--- src/rtl/sram_pkg.sv ---
package sram_pkg;
  typedef enum logic [1:0] {
    CMD_IDLE  = 2'd0,
    CMD_READ  = 2'd1,
    CMD_WRITE = 2'd2
  } sram_cmd_e;
endpackage

--- src/rtl/sram_cmd_decode.sv ---
module sram_cmd_decode
  import sram_pkg::*;
#(
  parameter int LANES = 4
) (
  input  logic             cs,
  input  logic             gw,
  input  logic             bw_en,
  input  logic [LANES-1:0] bw_lane,
  input  logic             sleep,
  output sram_cmd_e        cmd,
  output logic [LANES-1:0] lane_we
);
  always_comb begin
    cmd     = CMD_IDLE;
    lane_we = '0;
    if (cs && !sleep) begin
      if (gw || bw_en) begin
        cmd     = CMD_WRITE;
        lane_we = gw ? {LANES{1'b1}} : bw_lane;
      end else begin
        cmd = CMD_READ;
      end
    end
  end
endmodule

--- src/rtl/sram_array.sv ---
module sram_array #(
  parameter int DEPTH  = 16,
  parameter int LANES  = 4,
  parameter int LANE_W = 9,
  localparam int AW     = $clog2(DEPTH),
  localparam int DATA_W = LANES * LANE_W
) (
  input  logic              clk,
  input  logic              rd_en,
  input  logic [LANES-1:0]  lane_we,
  input  logic [AW-1:0]     addr,
  input  logic [DATA_W-1:0] wdata,
  output logic [DATA_W-1:0] rd_q
);
  for (genvar g = 0; g < LANES; g++) begin : g_lane
    logic [LANE_W-1:0] mem [DEPTH];
    always_ff @(posedge clk) begin
      if (lane_we[g]) mem[addr] <= wdata[g*LANE_W +: LANE_W];
      if (rd_en)      rd_q[g*LANE_W +: LANE_W] <= mem[addr];
    end
  end
endmodule

--- src/rtl/sram_out_ctl.sv ---
module sram_out_ctl
  import sram_pkg::*;
#(
  parameter int DATA_W = 36
) (
  input  logic              clk,
  input  logic              rst,
  input  logic              pipe_mode,
  input  logic              dual_desel,
  input  sram_cmd_e         cmd,
  input  logic [DATA_W-1:0] arr_q,
  output logic              drv,
  output logic [DATA_W-1:0] dout
);
  logic              rd_s1, rd_s2, ds_s1;
  logic [DATA_W-1:0] pipe_q;
  logic              is_rd, is_ds, drv_ft_nxt, drv_pipe_nxt;

  assign is_rd = (cmd == CMD_READ);
  assign is_ds = (cmd == CMD_IDLE);

  always_comb begin
    drv_ft_nxt   = is_rd || (dual_desel && rd_s1 && is_ds);
    drv_pipe_nxt = rd_s1 || (dual_desel && rd_s2 && ds_s1);
  end

  always_ff @(posedge clk) begin
    if (rst) begin
      rd_s1  <= 1'b0;
      rd_s2  <= 1'b0;
      ds_s1  <= 1'b1;
      drv    <= 1'b0;
      pipe_q <= '0;
    end else begin
      rd_s1 <= is_rd;
      rd_s2 <= rd_s1;
      ds_s1 <= is_ds;
      drv   <= pipe_mode ? drv_pipe_nxt : drv_ft_nxt;
      if (rd_s1) pipe_q <= arr_q;
    end
  end

  assign dout = pipe_mode ? pipe_q : arr_q;

  AST_FT_READ_DRIVES: assert property (@(posedge clk) disable iff (rst)
    (!pipe_mode && cmd == CMD_READ) |=> drv);
  AST_PIPE_READ_DRIVES: assert property (@(posedge clk) disable iff (rst)
    (pipe_mode && cmd == CMD_READ) |=> ##1 drv);
  AST_FT_WRITE_QUIET: assert property (@(posedge clk) disable iff (rst)
    (!pipe_mode && cmd == CMD_WRITE) |=> !drv);
  AST_SCD_FT_RELEASE: assert property (@(posedge clk) disable iff (rst)
    (!pipe_mode && !dual_desel && cmd == CMD_IDLE) |=> !drv);
  AST_DCD_PIPE_HOLD: assert property (@(posedge clk) disable iff (rst)
    (pipe_mode && dual_desel && rd_s1 && cmd == CMD_IDLE) |=> ##1 drv);
endmodule

--- src/rtl/sync_sram_core.sv ---
module sync_sram_core
  import sram_pkg::*;
#(
  parameter int DEPTH  = 16,
  parameter int LANES  = 4,
  parameter int LANE_W = 9,
  localparam int AW     = $clog2(DEPTH),
  localparam int DATA_W = LANES * LANE_W
) (
  input  logic              clk,
  input  logic              rst,
  input  logic              pipe_mode,
  input  logic              dual_desel,
  input  logic              cs,
  input  logic [AW-1:0]     addr,
  input  logic              gw,
  input  logic              bw_en,
  input  logic [LANES-1:0]  bw_lane,
  input  logic [DATA_W-1:0] wdata,
  input  logic              oe,
  input  logic              sleep,
  output logic [DATA_W-1:0] rdata,
  output logic              drive_en
);
  sram_cmd_e         cmd;
  logic [LANES-1:0]  lane_we;
  logic [DATA_W-1:0] arr_q, dout;
  logic              drv;

  sram_cmd_decode #(.LANES(LANES)) u_dec (
    .cs(cs), .gw(gw), .bw_en(bw_en), .bw_lane(bw_lane), .sleep(sleep),
    .cmd(cmd), .lane_we(lane_we)
  );

  sram_array #(.DEPTH(DEPTH), .LANES(LANES), .LANE_W(LANE_W)) u_arr (
    .clk(clk), .rd_en(cmd == CMD_READ), .lane_we(lane_we), .addr(addr),
    .wdata(wdata), .rd_q(arr_q)
  );

  sram_out_ctl #(.DATA_W(DATA_W)) u_out (
    .clk(clk), .rst(rst), .pipe_mode(pipe_mode), .dual_desel(dual_desel),
    .cmd(cmd), .arr_q(arr_q), .drv(drv), .dout(dout)
  );

  assign drive_en = drv && oe && !sleep;
  assign rdata    = drive_en ? dout : '0;

  AST_SLEEP_NO_WRITE: assert property (@(posedge clk) disable iff (rst)
    sleep |-> (lane_we == '0));
  AST_RESET_QUIET: assert property (@(posedge clk)
    rst |=> !drive_en);
endmodule

--- config.mk ---
export PLATFORM = sky130hd
export DESIGN_NAME = sync_sram_core
export DESIGN_NICKNAME = d
export VERILOG_FILES = /design/src/rtl/sram_pkg.sv /design/src/rtl/sram_cmd_decode.sv /design/src/rtl/sram_array.sv /design/src/rtl/sram_out_ctl.sv /design/src/rtl/sync_sram_core.sv
export SDC_FILE = /design/constraint.sdc
export NUM_CORES = 1
export LEC_CHECK = 0
export BUFFER_PORTS_ARGS = -buffer_cell sky130_fd_sc_hd__buf_4
export CELL_PAD_IN_SITES_DETAIL_PLACEMENT = 2
export CELL_PAD_IN_SITES_GLOBAL_PLACEMENT = 2
export CORE_ASPECT_RATIO = 0.6
export CORE_UTILIZATION = 52
export CTS_CLUSTER_DIAMETER = 150
export CTS_CLUSTER_SIZE = 25
export DETAILED_ROUTE_END_ITERATION = 7
export GPL_TIMING_DRIVEN = 0
export PLACE_DENSITY = 0.9
export SETUP_SLACK_MARGIN = 0.02
export SLEW_MARGIN = 20
export SYNTH_ARGS = -nofsm -noshare
export SYNTH_HDL_FRONTEND = slang
export SYNTH_SLANG_ARGS = --single-unit
--- constraint.sdc ---
create_clock -name clk -period 7.2 [get_ports clk]
set_input_delay 1.44 -clock clk [delete_from_list [all_inputs] [get_ports clk]]
set_output_delay 1.44 -clock clk [all_outputs]
set_load 0.01 [all_outputs]
==> run_results.csv, run 1 <==
group,metric,value,unit
logic_synthesis,synth_fa_ha_area_frac,0,
floorplanning,initial_utilization,0.533,
logic_synthesis,synth_top_area_share,0.737,
place,place.gp.congestion,0.833,
logic_synthesis,synth_top_family_by_area,"multiplexers",
floorplanning,die_y,172,um
place,dpl.hpwl,56.3,mm
logic_synthesis,synthSimpleGateAreaFrac,0.0335,
logic_synthesis,syn-num-nets,1280,
logic_synthesis,ys.warnings.count,0,
floorplanning,die_w,285,um
logic_synthesis,syn_inst,1227,
status,haltStage,"detailed placement",
status,tool.error,"[ERROR DPL-0033] detailed placement checks failed during check placement.",
logic_synthesis,synth_compound_gate_area_share,0.0233,
logic_synthesis,ys_types,23,
place,port_buffers,86,
logic_synthesis,synth-xor-area-share,0,
floorplanning,ios,90,
logic_synthesis,synth_seq_cells,652,
logic_synthesis,synth_mux_area_frac,0.159,
logic_synthesis,synth_area_leaders,"edfxtp_1 74%, mux4_2 13%, dfxtp_1 3.2%",
logic_synthesis,avgSynthCellArea,20.3,um2
logic_synthesis,ys_seq_area_frac,0.769,
logic_synthesis,synth_area,24900,um2
status,status,"stopped before the end",
logic_synthesis,yosysTopAreaCell,"edfxtp_1",
floorplanning,placementRows,61,
## synthesized netlist by cell type
cell type  instances
buf_6             10
dfxtp_1           40
inv_1              1
nor2_1           134
nand3b_1           1
nand2_1           53
a22oi_1           72
and2_1             1
a21o_1             4
mux4_2           144
nand2b_1           2
a31oi_1            1
nand3_1            4
o21ai_0            1
clkbuf_1          35
mux2i_1           72
nor2b_1            6
nor3_1             1
nor4_1             5
and3_1             1
buf_2             26
or4_1              1
edfxtp_1         612
## logic make-up after synthesis
| group | after synthesis |
|---|---|
| flops | 652 |
| mux | 216 |
| simple gates | 209 |
| compound gates | 78 |
| buf+inv | 72 |
## per-stage QoR
step	setup WS (ns)	cell area, um2	hold slack (ns)	std cells
after floorplan	2.64	24900	0.460	1227
after global placement	0.359	26400	0.472	1943
==> inputs of run 2 (changes only) <==
--- a/config.mk
+++ b/config.mk
@@ -6,16 +6,10 @@
 export NUM_CORES = 1
 export LEC_CHECK = 0
 export BUFFER_PORTS_ARGS = -buffer_cell sky130_fd_sc_hd__buf_4
-export CELL_PAD_IN_SITES_DETAIL_PLACEMENT = 2
-export CELL_PAD_IN_SITES_GLOBAL_PLACEMENT = 2
-export CORE_ASPECT_RATIO = 0.6
-export CORE_UTILIZATION = 52
-export CTS_CLUSTER_DIAMETER = 150
-export CTS_CLUSTER_SIZE = 25
+export CORE_UTILIZATION = 40
 export DETAILED_ROUTE_END_ITERATION = 7
 export GPL_TIMING_DRIVEN = 0
-export PLACE_DENSITY = 0.9
-export SETUP_SLACK_MARGIN = 0.02
+export PLACE_DENSITY_LB_ADDON = 0.15
 export SLEW_MARGIN = 20
 export SYNTH_ARGS = -nofsm -noshare
 export SYNTH_HDL_FRONTEND = slang
==> run_results.csv, run 2 <==
group,metric,value,unit
cells_and_area,largest_register_ffs,576,
timing,fmax,0.226,GHz
logic_synthesis,synth_common_cells,"612 x edfxtp_1, 144 x mux4_2, 134 x nor2_1",
clocking,htreeDepth,3,
logic_synthesis,synth_area_leaders,"edfxtp_1 74%, mux4_2 13%, dfxtp_1 3.2%",
clocking,cts.sink_count,652,
min_path,worst_hold_path_type,"reg -> reg",
clocking,clk_pin_slew,0.05,ns
floorplanning,die_y,252,um
timing,fin_crit_sh,0.614,
grt,overflow,0,
floorplanning,die_w,252,um
route,vias_per_cell,5.37,
grt,grt_pass1_vias,12615,
clocking,post_cts_buffers,0,
timing,rsz0062_at_grt,"false",
floorplanning,ios,90,
timing,finClkSkew,0.0113,ns
route,drt_wl_total,60.0,mm
clocking,cts_made_buffers,69,
worst_setup_path,end_kind,"primary output",
logic_synthesis,synth_area,24900,um2
logic_synthesis,avgSynthCellArea,20.3,um2
cells_and_area,insertedDiodeCount,0,
logic_synthesis,syn_inst,1227,
clocking,clockBufferDepth,3,
worst_setup_path,crit_fanout,10,
grt,grt_usage,0.193,
pwr,p_leak,9.38,nW
clocking,clkLatencyLatePin,0.59,ns
clocking,cts_root_buf,"clkbuf_16",
timing,setup_tns,0,ns
cells_and_area,top_regs,"u_arr.g_lane.mem: 576 flops, u_arr.rd_q: 36 flops, u_out.pipe_q: 36 flops",
logic_synthesis,yosysMostFrequentCell,"edfxtp_1",
place,dpl.hpwl,39.2,mm
route,wl_per_cell,26.2,um
worst_setup_path,r2r_end,"u_out.pipe_q[33]$_SDFFE_PP0P_",
route,via_count,12284,
worst_setup_path,worst-r2r-setup-slack,5.59,ns
timing,finalWorstSetupSlack,2.78,ns
worst_setup_path,crit_buf_inv,3,
worst_setup_path,endpoint,"rdata[22]",
pwr,p_per_area,281,nW/um2
pwr,total_power,8.19,mW
clocking,ctsHoldBuffers,0,
logic_synthesis,ys_seq_area_frac,0.769,
timing,slew_violations,0,
cells_and_area,final_common_cell,"edfxtp_1",
timing,holdWs,0.492,ns
route,drc,0,
route,first_pass_iters,5,
cells_and_area,layout-drive-gt1-share,0.283,
worst_setup_path,worst-setup-path-type,"in -> out",
worst_setup_path,r2r_cells,5,
worst_setup_path,path_cells,"buf_4 -> nand3b_1 -> clkbuf_1 -> nor2_1 -> buf_4",
clocking,cts_resized,0,
cells_and_area,regMostFlops,"u_arr.g_lane.mem",
worst_setup_path,critPathTopFamily,"simple AND/OR/NAND/NOR gates",
clocking,cts_tree,"done",
floorplanning,placementRows,91,
run,cap_violations,0,
pwr,peakVddDrop,0.153,mV
timing,worst_pin_slew,1.12,ns
grt,antenna_found_initial,1,
logic_synthesis,syn-num-nets,1280,
worst_setup_path,cp.depth,5,
worst_setup_path,critPathSlowestCell,"nand3b_1",
grt,grt_max_degree,17,
floorplanning,core_area,61600,um2
logic_synthesis,synth_top_area_share,0.737,
logic_synthesis,ys.flop_type,"edfxtp_1",
worst_setup_path,arrival,2.98,ns
timing,hold_violations,0,
worst_setup_path,worstSetupStartpoint,"sleep",
logic_synthesis,yosysTopAreaCell,"edfxtp_1",
floorplanning,dieArea,63300,um2
grt,grt_pass1_wl,86.4,mm
worst_setup_path,start_kind,"input pin",
worst_setup_path,timing.rr.start,"u_out.rd_s1$_SDFF_PP0_",
logic_synthesis,synth_edf_count,612,
route,ant_nets,0,
place,place.gp.congestion,0.798,
route,drtIter0Drc,1044,
floorplanning,initial_utilization,0.405,
logic_synthesis,synth_seq_cells,652,
place,post-place-ws,2.65,ns
status,status,"finished, final reports clean",
timing,setup_viol,0,
logic_synthesis,ys_types,23,
cells_and_area,layout_common_cells,"612 x edfxtp_1, 144 x mux4_2, 106 x nor2_1",
place,port_buffers,86,
worst_setup_path,critPathRequiredTime,5.76,ns
timing,slew-limit-headroom,0.250,
worst_setup_path,slowest_delay,0.59,ns
logic_synthesis,ys.warnings.count,0,
logic_synthesis,async_flop_share,0,
timing,period_needed,4.42,ns
cells_and_area,fin_nets,1450,
cells_and_area,area_delta_synth_final,16.9,%
worst_setup_path,cpMostUsedCell,"buf_4",
==> run 2: area by class of cell <==
| type | instances | area [um2] |
|---|---|---|
| buffer | 71 | 374 |
| sequential | 652 | 19200 |
| clock buffer | 98 | 1990 |
| multi-input combinational | 503 | 5480 |
| inverter | 1 | 3.75 |
| fill | 5089 | 32400 |
| tap | 837 | 1050 |
| timing repair buffer | 99 | 747 |
| clock inverter | 26 | 334 |
==> run 2: tightest hold or removal path: cells and delay by family (launching register included) <==
family / cells / cell delay [ns]
DFF: 1 / 0.32
and+or+nand+nor: 1 / 0.07
muxes: 1 / 0.06
==> run 2: through the flow <==
stage | utilization | std cells | cell area [um2]
after floorplan | - | 1227 | 24900
after global placement | 0.432 | 2150 | 26600
after detailed placement | 0.435 | 2162 | 26800
after CTS | 0.473 | 2286 | 29100
after global routing | 0.473 | 2287 | 29200
final | 0.473 | 2287 | 29200
==> run 2: cells by family (layout without fill, tap and decap cells) <==
group	Yosys count	in the layout	share of synthesized area
muxes	216	216	0.159
buffers and inverters	72	295	0.0152
DFF	652	652	0.769
and+or+nand+nor	209	209	0.0335
AOI/OAI and AO/OA	78	78	0.0233
==> run 2: routing by layer <==
layer / global-route usage / up-vias / routed length [um]
met5: 0 / - / 0
met4: 0.0592 / 0 / 1210
met3: 0.0459 / 66 / 4240
met2: 0.307 / 395 / 29100
met1: 0.263 / 6489 / 25500
li1: - / 5334 / -
==> run 2: worst min-delay path by stage <==
stage	start	cells after the start	end	slack, ns
6_report	u_out.pipe_q[3]$_SDFFE_PP0P_	2	u_out.pipe_q[3]$_SDFFE_PP0P_	0.49
5_1_grt	u_out.pipe_q[14]$_SDFFE_PP0P_	2	u_out.pipe_q[14]$_SDFFE_PP0P_	0.51
4_1_cts	u_out.pipe_q[11]$_SDFFE_PP0P_	2	u_out.pipe_q[11]$_SDFFE_PP0P_	0.50
3_5_place_dp	u_out.pipe_q[11]$_SDFFE_PP0P_	2	u_out.pipe_q[11]$_SDFFE_PP0P_	0.48
3_3_place_gp	u_out.pipe_q[12]$_SDFFE_PP0P_	2	u_out.pipe_q[12]$_SDFFE_PP0P_	0.47
2_1_floorplan	u_out.pipe_q[0]$_SDFFE_PP0P_	2	u_out.pipe_q[0]$_SDFFE_PP0P_	0.46
==> run 2: report_power, final <==
group          switching (mW)  internal [mW]
Combinational           0.227          0.140
Clock                    1.43           2.21
Sequential            0.00766           4.18
Total                    1.66           6.53
Note: power is estimated with default switching activity, not from simulation.
